$ cat src/rtl/dbs_pkg.sv
package dbs_pkg;
   localparam int N_RAIL   = 3;
   localparam int RAIL_NEG = 1;
   localparam int UNIT_W   = 9;

   typedef enum logic [2:0] {
      ST_IDLE, ST_CTL_UP, ST_BST_UP, ST_RAIL_UP,
      ST_ACTIVE, ST_BL_OFF, ST_RAIL_DN, ST_CTL_DN
   } seq_state_t;

   // controller LDO code -> delay in half-millisecond units
   function automatic logic [UNIT_W-1:0] ctl_code_half(input logic [2:0] code);
      logic [UNIT_W-1:0] r;
      unique case (code)
         3'd0: r = 9'd0;
         3'd1: r = 9'd4;
         3'd2: r = 9'd10;
         3'd3: r = 9'd20;
         3'd4: r = 9'd40;
         3'd5: r = 9'd100;
         3'd6: r = 9'd200;
         default: r = 9'd400;
      endcase
      return r;
   endfunction
endpackage

$ cat src/rtl/dbs_phase_timer.sv
module dbs_phase_timer #(
   parameter int HALF_CLKS = 12000,
   parameter int UNIT_W    = 9
) (
   input  logic              clk,
   input  logic              rst_n,
   input  logic              restart,
   output logic [UNIT_W-1:0] units
);
   localparam int PW = (HALF_CLKS > 1) ? $clog2(HALF_CLKS) : 1;
   localparam logic [PW-1:0] LAST = PW'(HALF_CLKS - 1);

   if (HALF_CLKS < 1) begin : g_bad_half
      $error("HALF_CLKS must be at least 1");
   end

   logic [PW-1:0] presc;
   logic          tick;

   assign tick = (presc == LAST);

   always_ff @(posedge clk or negedge rst_n) begin
      if (!rst_n) begin
         presc <= '0;
         units <= '0;
      end else if (restart) begin
         presc <= '0;
         units <= '0;
      end else begin
         presc <= tick ? '0 : presc + 1'b1;
         if (tick && units != '1) units <= units + 1'b1;
      end
   end

   // elapsed time never goes backwards inside a phase
   a_r4_units_monotonic: assert property (@(posedge clk) disable iff (!rst_n)
      !restart |=> units >= $past(units));
endmodule

$ cat src/rtl/dbs_rail_slot.sv
module dbs_rail_slot #(
   parameter int UNIT_W   = 9,
   parameter int MIN_HALF = 0
) (
   input  logic              clk,
   input  logic              rst_n,
   input  logic              up_phase,
   input  logic              dn_phase,
   input  logic              cfg_on,
   input  logic              dis_cfg,
   input  logic [3:0]        su_code,
   input  logic [3:0]        sd_code,
   input  logic [UNIT_W-1:0] units,
   output logic              rail_en,
   output logic              dis_on,
   output logic              pending
);
   localparam logic [UNIT_W-1:0] MIN_U = UNIT_W'(MIN_HALF);

   logic [UNIT_W-1:0] su_raw, tgt_up, tgt_dn;

   assign su_raw = {{(UNIT_W-5){1'b0}}, su_code, 1'b0};
   assign tgt_dn = {{(UNIT_W-5){1'b0}}, sd_code, 1'b0};

   if (MIN_HALF > 0) begin : g_min
      assign tgt_up = (su_raw < MIN_U) ? MIN_U : su_raw;
   end else begin : g_plain
      assign tgt_up = su_raw;
   end

   always_ff @(posedge clk or negedge rst_n) begin
      if (!rst_n) rail_en <= 1'b0;
      else if (up_phase && cfg_on && units >= tgt_up) rail_en <= 1'b1;
      else if (dn_phase && units >= tgt_dn) rail_en <= 1'b0;
   end

   assign pending = rail_en && !(units >= tgt_dn);
   assign dis_on  = dis_cfg && !rail_en;

   // a rail only switches on from the start-up phase and when configured
   a_r4_on_in_up: assert property (@(posedge clk) disable iff (!rst_n)
      $rose(rail_en) |-> $past(up_phase) && $past(cfg_on));
   // a rail only switches off from the shutdown phase
   a_r7_off_in_dn: assert property (@(posedge clk) disable iff (!rst_n)
      $fell(rail_en) |-> $past(dn_phase));
endmodule

$ cat src/rtl/dbs_pg_select.sv
module dbs_pg_select #(
   parameter int N = 3
) (
   input  logic         clk,
   input  logic         rst_n,
   input  logic [1:0]   sel,
   input  logic [N-1:0] rail_pg,
   input  logic [N-1:0] rail_en,
   output logic         pg_flag
);
   logic [N-1:0] good;
   assign good = rail_pg & rail_en;

   if (N != 3) begin : g_bad_n
      $error("power-good select expects three rails");
   end

   always_ff @(posedge clk or negedge rst_n) begin
      if (!rst_n) pg_flag <= 1'b0;
      else begin
         unique case (sel)
            2'd0: pg_flag <= &good;
            2'd1: pg_flag <= good[0];
            2'd2: pg_flag <= good[1];
            default: pg_flag <= good[2];
         endcase
      end
   end

   // the flag never reports good without some rail good a cycle before
   a_r10_flag_source: assert property (@(posedge clk) disable iff (!rst_n)
      pg_flag |-> $past(|good));
endmodule

$ cat src/rtl/dbs_sequencer.sv
module dbs_sequencer
   import dbs_pkg::*;
#(
   parameter int HALF_MS_CLKS  = 12000,
   parameter int BL_TIMEOUT_MS = 20,
   parameter int NEG_MIN_HALF  = 1
) (
   input  logic                clk,
   input  logic                rst_n,
   input  logic                en_pin,
   input  logic                en_bit,
   input  logic                ctl_on,
   input  logic [N_RAIL-1:0]   rail_on,
   input  logic [N_RAIL:0]     dis_cfg,
   input  logic [2:0]          ctl_su_code,
   input  logic [2:0]          ctl_sd_code,
   input  logic [4*N_RAIL-1:0] rail_su_code,
   input  logic [4*N_RAIL-1:0] rail_sd_code,
   input  logic                boost_pg,
   input  logic [N_RAIL-1:0]   rail_pg,
   input  logic                flt_thermal,
   input  logic                flt_short,
   input  logic                flt_ocp,
   input  logic                bl_req,
   input  logic [1:0]          pg_sel,
   output logic                ctl_en,
   output logic                boost_en,
   output logic [N_RAIL-1:0]   rail_en,
   output logic [N_RAIL:0]     dis_on,
   output logic                bl_en,
   output logic                pg_flag
);
   localparam int TO_HALF = 2 * BL_TIMEOUT_MS;
   localparam logic [UNIT_W-1:0] TO_U = UNIT_W'(TO_HALF);

   if (TO_HALF >= (1 << UNIT_W) - 1) begin : g_bad_to
      $error("backlight timeout exceeds timer range");
   end
   if (NEG_MIN_HALF < 0 || NEG_MIN_HALF > 30) begin : g_bad_min
      $error("negative rail minimum out of range");
   end

   seq_state_t        state_q, state_d;
   logic              en_lvl, en_q, en_rise;
   logic              flt_now, flt_lat, go_down;
   logic              restart, ctl_done, timed_out, all_ready;
   logic [UNIT_W-1:0] units, ctl_tgt;
   logic [N_RAIL-1:0] pend;

   assign en_lvl  = en_pin | en_bit;
   assign en_rise = en_lvl & ~en_q;
   assign flt_now = flt_thermal | flt_short | flt_ocp;
   assign go_down = ~en_lvl | flt_lat | flt_now;

   assign ctl_tgt   = ctl_code_half((state_q == ST_CTL_DN) ? ctl_sd_code : ctl_su_code);
   assign ctl_done  = units >= ctl_tgt;
   assign timed_out = units >= TO_U;
   assign all_ready = &(~rail_on | (rail_pg & rail_en));

   always_comb begin
      state_d = state_q;
      unique case (state_q)
         ST_IDLE:    if (en_rise && !flt_now) state_d = ctl_on ? ST_CTL_UP : ST_BST_UP;
         ST_CTL_UP:  if (go_down) state_d = ST_BL_OFF;
                     else if (ctl_done) state_d = ST_BST_UP;
         ST_BST_UP:  if (go_down) state_d = ST_BL_OFF;
                     else if (boost_pg) state_d = ST_RAIL_UP;
         ST_RAIL_UP: if (go_down) state_d = ST_BL_OFF;
                     else if (all_ready || timed_out) state_d = ST_ACTIVE;
         ST_ACTIVE:  if (go_down) state_d = ST_BL_OFF;
         ST_BL_OFF:  state_d = ST_RAIL_DN;
         ST_RAIL_DN: if (pend == '0) state_d = ST_CTL_DN;
         default:    if (!ctl_en || ctl_done) state_d = ST_IDLE;
      endcase
   end

   assign restart = (state_d != state_q);

   always_ff @(posedge clk or negedge rst_n) begin
      if (!rst_n) begin
         state_q  <= ST_IDLE;
         en_q     <= 1'b0;
         flt_lat  <= 1'b0;
         ctl_en   <= 1'b0;
         boost_en <= 1'b0;
      end else begin
         state_q <= state_d;
         en_q    <= en_lvl;
         if (flt_now) flt_lat <= 1'b1;
         else if (en_rise) flt_lat <= 1'b0;
         if (state_q == ST_IDLE && state_d == ST_CTL_UP) ctl_en <= 1'b1;
         else if (state_q == ST_CTL_DN && ctl_done) ctl_en <= 1'b0;
         if (restart && state_d == ST_BST_UP) boost_en <= 1'b1;
         else if (restart && state_d == ST_CTL_DN) boost_en <= 1'b0;
      end
   end

   assign bl_en     = (state_q == ST_ACTIVE) && bl_req;
   assign dis_on[N_RAIL] = dis_cfg[N_RAIL] && !ctl_en;

   dbs_phase_timer #(.HALF_CLKS(HALF_MS_CLKS), .UNIT_W(UNIT_W)) u_timer (
      .clk(clk), .rst_n(rst_n), .restart(restart), .units(units));

   for (genvar g = 0; g < N_RAIL; g++) begin : g_rail
      dbs_rail_slot #(
         .UNIT_W(UNIT_W),
         .MIN_HALF((g == RAIL_NEG) ? NEG_MIN_HALF : 0)
      ) u_slot (
         .clk(clk), .rst_n(rst_n),
         .up_phase(state_q == ST_RAIL_UP),
         .dn_phase(state_q == ST_RAIL_DN),
         .cfg_on(rail_on[g]), .dis_cfg(dis_cfg[g]),
         .su_code(rail_su_code[4*g +: 4]), .sd_code(rail_sd_code[4*g +: 4]),
         .units(units), .rail_en(rail_en[g]), .dis_on(dis_on[g]), .pending(pend[g]));
   end

   dbs_pg_select #(.N(N_RAIL)) u_pg (
      .clk(clk), .rst_n(rst_n), .sel(pg_sel), .rail_pg(rail_pg),
      .rail_en(rail_en), .pg_flag(pg_flag));

   // the boost never starts ahead of a configured controller LDO
   a_r2_boost_after_ctl: assert property (@(posedge clk) disable iff (!rst_n)
      $rose(boost_en) |-> (ctl_en || !ctl_on));
   // backlight only while the bias boost is running
   a_r5_bl_needs_boost: assert property (@(posedge clk) disable iff (!rst_n)
      bl_en |-> boost_en);
   // backlight drops one edge after the enable goes low
   a_r6_bl_first: assert property (@(posedge clk) disable iff (!rst_n)
      !en_lvl |=> !bl_en);
   // no bias rail stays on once the boost is off
   a_r7_boost_last: assert property (@(posedge clk) disable iff (!rst_n)
      !boost_en |-> (rail_en == '0));
   // a fault blocks any new start
   a_r9_fault_blocks: assert property (@(posedge clk) disable iff (!rst_n)
      flt_now |=> !$rose(boost_en) && !$rose(ctl_en));
endmodule

$ cat config.mk
export PLATFORM = sky130hd
export DESIGN_NAME = dbs_sequencer
export DESIGN_NICKNAME = d
export VERILOG_FILES = /design/src/rtl/dbs_pkg.sv /design/src/rtl/dbs_phase_timer.sv /design/src/rtl/dbs_rail_slot.sv /design/src/rtl/dbs_pg_select.sv /design/src/rtl/dbs_sequencer.sv
export SDC_FILE = /design/constraint.sdc
export NUM_CORES = 1
export LEC_CHECK = 0
export BUFFER_PORTS_ARGS = -buffer_cell sky130_fd_sc_hd__buf_2
export CORE_MARGIN = 8
export CORE_UTILIZATION = 56
export CTS_CLUSTER_SIZE = 12
export DETAILED_ROUTE_END_ITERATION = 16
export PLACE_DENSITY = 0.81
export SYNTH_ARGS = -nofsm -noshare
export SYNTH_HDL_FRONTEND = slang
export SYNTH_SLANG_ARGS = --single-unit
$ cat constraint.sdc
create_clock -name clk -period 3.5 [get_ports clk]
set_input_delay 1.05 -clock clk [delete_from_list [all_inputs] [get_ports clk]]
set_output_delay 1.05 -clock clk [all_outputs]
set_load 0.02 [all_outputs]
---- After elaboration in Yosys (flattened, before gate mapping) ----
Index checks and enable logic that the tools add are counted.
word-level totals
  register bits after elaboration ......... 34
  bits of input ports ..................... 52
  output and inout port bits .............. 11
  word-level logic and storage cells ...... 132
cells by class
  add/sub/neg operators ................... 2
  order comparisons ....................... 9
  equality and inequality tests ........... 21
  mux-type cells .......................... 32
  bitwise logic cells ..................... 11
  reduce and logical (&&, ||, !) cells .... 46
operator list
  cell                   count
  $pmux 9 s7             1
  $ge 9x5->1             5
  $mux 3                 11
  $mux 14                2
  $eq 3x3->1 const B     8
  $logic_and 1x1->1      23
  $pmux 3 s7             1
  $ge 9x9->1             2
  $mux 9                 2
  $eq 3x2->1 const B     5
  $add 14x1->14 const B  1
  $eq 14x14->1 const B   1
  $reduce_bool 2->1      7
  $mux 1                 12
  $add 9x1->9 const B    1
  $eq 3x1->1 const B     3
  $ge 9x6->1 const B     1
  $logic_not 3->1        3
  $ne 9x9->1 const B     1
  $logic_not 1->1        8
  $reduce_and 3->1       2
  $lt 5x1->1 const B     1
  $mux 5                 1
  $or 1x1->1             5
  12 further kinds       14

---- Depth between registers and ports, before layout ----
  depth in word-level cells ............... 12
  depth in mapped cells ................... 13
  mapped depth without buffers ............ 11

---- By module ----
From an unflattened synthesis, not the netlist that was laid out.
second synthesis, totals
  cells, all modules ...................... 340
  area total of the unflattened synthesis .. 2979.1 µm²
by module, submodules not included
  module                                times used  cells each  area each (µm²)  seq. area each (µm²)
  dbs_phase_timer                       1           123         1172.4           575.6
  dbs_sequencer                         1           111         882.1            175.2
  dbs_rail_slot (g_rail[0].u_slot ...)  2           31          281.5            25.0
  dbs_rail_slot (g_rail[1].u_slot)      1           38          301.5            25.0
  dbs_pg_select                         1           6           60.1             25.0

---- Worst setup path after synthesis ----
Ideal clock, no wire load.
  path type ............................... input -> register
  start ................................... input port ctl_su_code[1]
  end ..................................... register u_timer.presc[2]
  setup time .............................. 151 ps
  arrival time ............................ 3147 ps
  data required time ...................... 3349 ps
  path slack .............................. 202 ps
  stages .................................. 11
  buffers on the path ..................... 1
  path through ............................ mux2_2 -> nor2_1 -> o21ai_0 -> ha_1 -> a211oi_1 -> nor2_1 -> or4_1 -> o211a_1 -> o31ai_4 -> buf_6 -> a211oi_2
between the ends
  word-level cells in the longest chain between the ends .. 9
  elaborated cells between the ends (all ways) .. 17
  those cells by class .................... order compare: 1; eq/ne: 7; mux: 7; reduce/logical: 2
RTL lines
  what                                               RTL line                                  text
  start: declaration                                 dbs_sequencer.sv:15                       input logic [2:0] ctl_su_code,
  $mux 3 (*)                                         dbs_sequencer.sv:55                       assign ctl_tgt = ctl_code_half((state_q == ST_CTL_DN) ? ctl_sd_code : ctl_su_code);
  $eq 3x3->1, or another cell as far along           dbs_pkg.sv:14                             unique case (code)
  $pmux 9 s7 (*)                                     dbs_pkg.sv:14
  $ge 9x9->1 (*)                                     dbs_sequencer.sv:56                       assign ctl_done = units >= ctl_tgt;
  $mux 3 / $logic_or 1x1->1 (equally long branches)  dbs_sequencer.sv:65, dbs_sequencer.sv:73
  $mux 3, on equally long branches                   dbs_sequencer.sv:64, dbs_sequencer.sv:73
  $pmux 3 s7 (*)                                     dbs_sequencer.sv:62                       unique case (state_q)
  $ne 3x3->1 (*)                                     dbs_sequencer.sv:77                       assign restart = (state_d != state_q);
  $mux 14 (*)                                        dbs_phase_timer.sv:26                     end else if (restart) begin
  end signal: assignment                             dbs_phase_timer.sv:30                     presc <= tick ? '0 : presc + 1'b1;
  end: declaration                                   dbs_phase_timer.sv:17                     logic [PW-1:0] presc;
Mark *: on every way between the ends. The rest lies on a longest branch, timed or not.
A chain may end at the register's enable or synchronous reset.

---- Worst setup path in the final report ----
  start ................................... input port ctl_su_code[1]
  end ..................................... register u_timer.units[4]
between the ends
  word-level cells in the longest chain between the ends .. 9
  elaborated cells between the ends (all ways) .. 18
  those cells by class .................... order compare: 1; eq/ne: 7; mux: 7; reduce/logical: 3
RTL lines
  what                                                RTL line                                  text
  $mux 3 (*)                                          dbs_sequencer.sv:55
  $eq 3x3->1, or another cell as far along            dbs_pkg.sv:14
  $pmux 9 s7 (*)                                      dbs_pkg.sv:14
  $ge 9x9->1 (*)                                      dbs_sequencer.sv:56
  $mux 3 / $logic_or 1x1->1 (equally long branches)   dbs_sequencer.sv:65, dbs_sequencer.sv:73
  $mux 3, on equally long branches                    dbs_sequencer.sv:64, dbs_sequencer.sv:73
  $pmux 3 s7 (*)                                      dbs_sequencer.sv:62
  $ne 3x3->1 (*)                                      dbs_sequencer.sv:77
  $mux 9 / $reduce_bool 2->1 (equally long branches)  n/a
  end signal: assignment                              dbs_phase_timer.sv:31                     if (tick && units != '1) units <= units + 1'b1;
  end: declaration                                    dbs_phase_timer.sv:8                      output logic [UNIT_W-1:0] units
Marks and branches as above.

==> qor.yml <==
status:
  status: "complete, no violations"
placement:
  io_buffers: 62
  dp_worst_setup_slack_ns: -0.00275
  hpwl_um: 6200
  gp_congestion: 0.855
sta:
  setup_viol: 0
  drv_slew: 0
  final-hold-violation-count: 0
  finalCritPeriodShare_pct: 91.9
  worst_slew_pin_slew_ns: 0.796
  rsz0062_at_grt: "false"
  slew_headroom_pct: 46.8
  setup_tns_ns: 0
  fin_skew_ns: 0.00803
  fmax_ghz: 0.311
  period_minus_slack_ns: 3.22
  worst_slack_ns: 0.285
finish:
  drive_gt1_share_pct: 27.8
  multi_input_area_um2: 2120
  fillers: 459
  diodes: 0
  num-nets-final: 505
  ff_latch_area_um2: 851
  syn_to_final_growth_pct: 15.4
grt:
  antenna_found_initial: 0
  gr-usage-all-layers_pct: 19.1
  grt_first_pass_wirelength_um: 13600
  grt_max_degree: 35
  grt_pass1_vias: 2982
  gr-total-overflow: 0
worst_setup_path:
  crit_type: "primary input to register"
  cp.arrival_ns: 3.43
  cp-start-kind: "primary input"
  crit_fanout: 9
  worstSetupEndpointType: "register"
  worstPathRequired_ns: 3.71
synthesis:
  ys_seq_area_share_pct: 26.4
  ys_seq_elements: 34
  synth_area_um2: 3230
  synth_xor_area_share_pct: 5.16
  synth_cells: 353
  syn-num-nets: 441
  async_reset_ff_share_pct: 100
  synth-compound-area-share_pct: 23.3
  ys.warnings.count: 0
  synthAdderAreaFrac_pct: 14.0
  yosys.area_share.simple_pct: 21.1
  muxShareOfSynthArea_pct: 2.29
  syn_area_per_cell_um2: 9.14
  synth_cell_types: 64
  synth_top_family_by_area: "compound AO/OA/AOI/OAI gates"
  synth_edf_count: 0
  synthFlopType: "dfrtp_1"
drt:
  avgViaCountPerCell: 5.84
  drt_iter0_markers: 88
  route.antenna.remaining_nets: 0
  wl_per_cell_um: 15.9
  num_vias: 2863
  dr.pass1.iters: 4
  wl_um: 7770
  drcViolationCount: 0
floorplan:
  num_rows: 27
  start_util_pct: 58.3
  ios: 63
  dieArea_um2: 8450
  fp.dieH_um: 91.9
  core_um2: 5540
  die_w_um: 91.9
pwr:
  p_leak_nw: 1.77
  finalPower_mw: 1.90
  p_comb_share_pct: 58.6
  ir_worst_vdd_uv: 357
  internal-power_mw: 1.05
  p_switching_mw: 0.855
  switching_share_pct: 45.0
  power_density_nw_per_um2: 510
  seq_power_share_pct: 25.3
  pwr-share-clk_pct: 16.1
clock_tree:
  htree_levels: 2
  clockBufferDepth: 2
  cts_tree: "done"
  worstSkewPairLatency_ns: 0.29
  numClockSinks: 34
  hold_buffers: 0
  cts_buffers: 5
  ctsResizeCount: 0
  clock_tree.root_cell: "clkbuf_8"
  clk_pin_slew_ns: 0.07
  post_cts_buffers: 0
worst_hold_path:
  hold_class: "register to register"
run:
  cap_violations: 0
cell usage after synthesis (all sizes together), types with 2 or more instances:
cell,n,share of area (%)
nand4,8,1.6
nand3,10,1.6
a221oi,3,0.81
or4,7,1.6
o31ai,3,1.1
nand2b,8,1.6
clkbuf,4,0.46
dfrtp,34,26
inv,33,3.8
xor2,9,2.4
nor3,5,1.1
o311ai,2,0.54
a21oi,7,1.1
nor3b,2,0.46
or4b,3,0.93
a21boi,4,0.93
a31oi,4,0.78
a211oi,19,6.6
and4,2,0.54
or3,4,0.78
nor2,20,2.3
and3,4,0.78
xnor2,10,2.7
a21o,8,1.9
nand2,24,2.9
o22ai,6,2.1
and2,2,0.39
o211ai,2,0.46
o21ai,16,2.6
mux2,3,1.0
mux2i,4,1.2
buf,15,3.5
nor4,5,1.4
ha,36,14
a211o,3,0.81
nor2b,7,1.4
cell type report:
| class | count | share of cell area [%] |
|---|---|---|
| well taps | 72 | 2.42 |
| clock inverters | 2 | 0.336 |
| multi-input cells | 267 | 57.0 |
| repair buffers | 76 | 11.8 |
| inverters | 33 | 3.33 |
| flip-flops and latches | 34 | 22.8 |
| clock buffers | 6 | 2.22 |
stage by stage:
step | hold WS, ns | instances | instance area [um^2] | utilization [%]
2_1_floorplan | 0.509 | 353 | 3230 | -
3_3_place_gp | 0.535 | 482 | 3630 | 65.5
3_5_place_dp | 0.552 | 482 | 3630 | 65.5
4_1_cts | 0.562 | 490 | 3720 | 67.2
5_1_grt | 0.584 | 490 | 3720 | 67.2
6_report | 0.561 | 490 | 3720 | 67.2
kinds of logic after synthesis:
family / count (synthesis)
XOR/XNOR: 19
AO/OA/AOI/OAI: 89
multiplexers: 7
AND/OR/NAND/NOR: 116
adder cells (fa/ha/maj): 36
flip-flops: 34
buffers and inverters: 52
final timing paths:
path	start	end	slack (ns)	cells past startpoint
hold reg to reg	u_timer.presc[0]	u_timer.presc[0]	0.56	1
setup / recovery	ctl_su_code[1]	u_timer.units[4]	0.28	12
hold / removal	u_timer.presc[0]	u_timer.presc[0]	0.56	1
min in group asynchronous	rst_n	g_rail[1].u_slot.rail_en	0.83	1
max in group asynchronous	rst_n	u_timer.presc[7]	2.17	1
setup reg to reg	state_q[1]	u_timer.units[4]	0.33	12
layout by cell type (no fill, tap or decap), types with 4 or more instances in the layout:
cell | netlist | final
nor2_1 | 20 | 20
nand2_1 | 23 | 23
inv_1 | 33 | 33
clkbuf_8 | 0 | 6
a21boi_0 | 4 | 4
a31oi_1 | 4 | 4
nor4_1 | 4 | 4
buf_4 | 6 | 12
a211oi_1 | 5 | 5
ha_1 | 36 | 36
and3_1 | 4 | 4
or3_1 | 4 | 4
mux2i_1 | 4 | 4
nand2b_1 | 8 | 8
o21ai_1 | 4 | 4
a21oi_1 | 7 | 7
xor2_1 | 9 | 9
nand3_1 | 10 | 10
a21o_1 | 8 | 8
a211oi_2 | 14 | 14
dfrtp_1 | 34 | 34
nor2b_1 | 7 | 7
or4_1 | 7 | 7
nand4_1 | 8 | 8
buf_2 | 4 | 62
o22ai_2 | 5 | 5
xnor2_1 | 10 | 10
o21ai_0 | 11 | 11
power groups by stage:
stage	combinational, mW	clock, mW	sequential, mW
2_1_floorplan	0.780	0	0.492
3_3_place_gp	1.09	0	0.487
3_5_place_dp	1.11	0	0.489
4_1_cts	1.11	0.318	0.481
5_1_grt	1.22	0.330	0.488
6_report	1.11	0.306	0.482
critical path, cell delays in order:
cell and delay [ns]:
buf_2 0.10, mux2_2 0.27, nor2_1 0.11, o21ai_0 0.10, ha_1 0.30, a211oi_1 0.20
nor2_1 0.10, or4_1 0.52, o21ai_2 0.16, nand2_2 0.10, buf_4 0.22, a211oi_2 0.20
flip-flops by register name, indices dropped and copies added (netlist names):
signal and flops:
u_timer.presc 14, u_timer.units 9, g_rail.u_slot.rail_en 3, state_q 3
boost_en 1, ctl_en 1, en_q 1, flt_lat 1
u_pg.pg_flag 1
per-layer routing:
| layer | part of all wire, % | track usage, % | routed length, um |
|---|---|---|---|
| met3 | 4.1 | 3.99 | 321 |
| met4 | 1.2 | 5.37 | 95 |
| met5 | 0 | 0 | 0 |
| met1 | 42 | 22.1 | 3280 |
| met2 | 52 | 34.6 | 4080 |
Power figures use the tool's default switching activity.
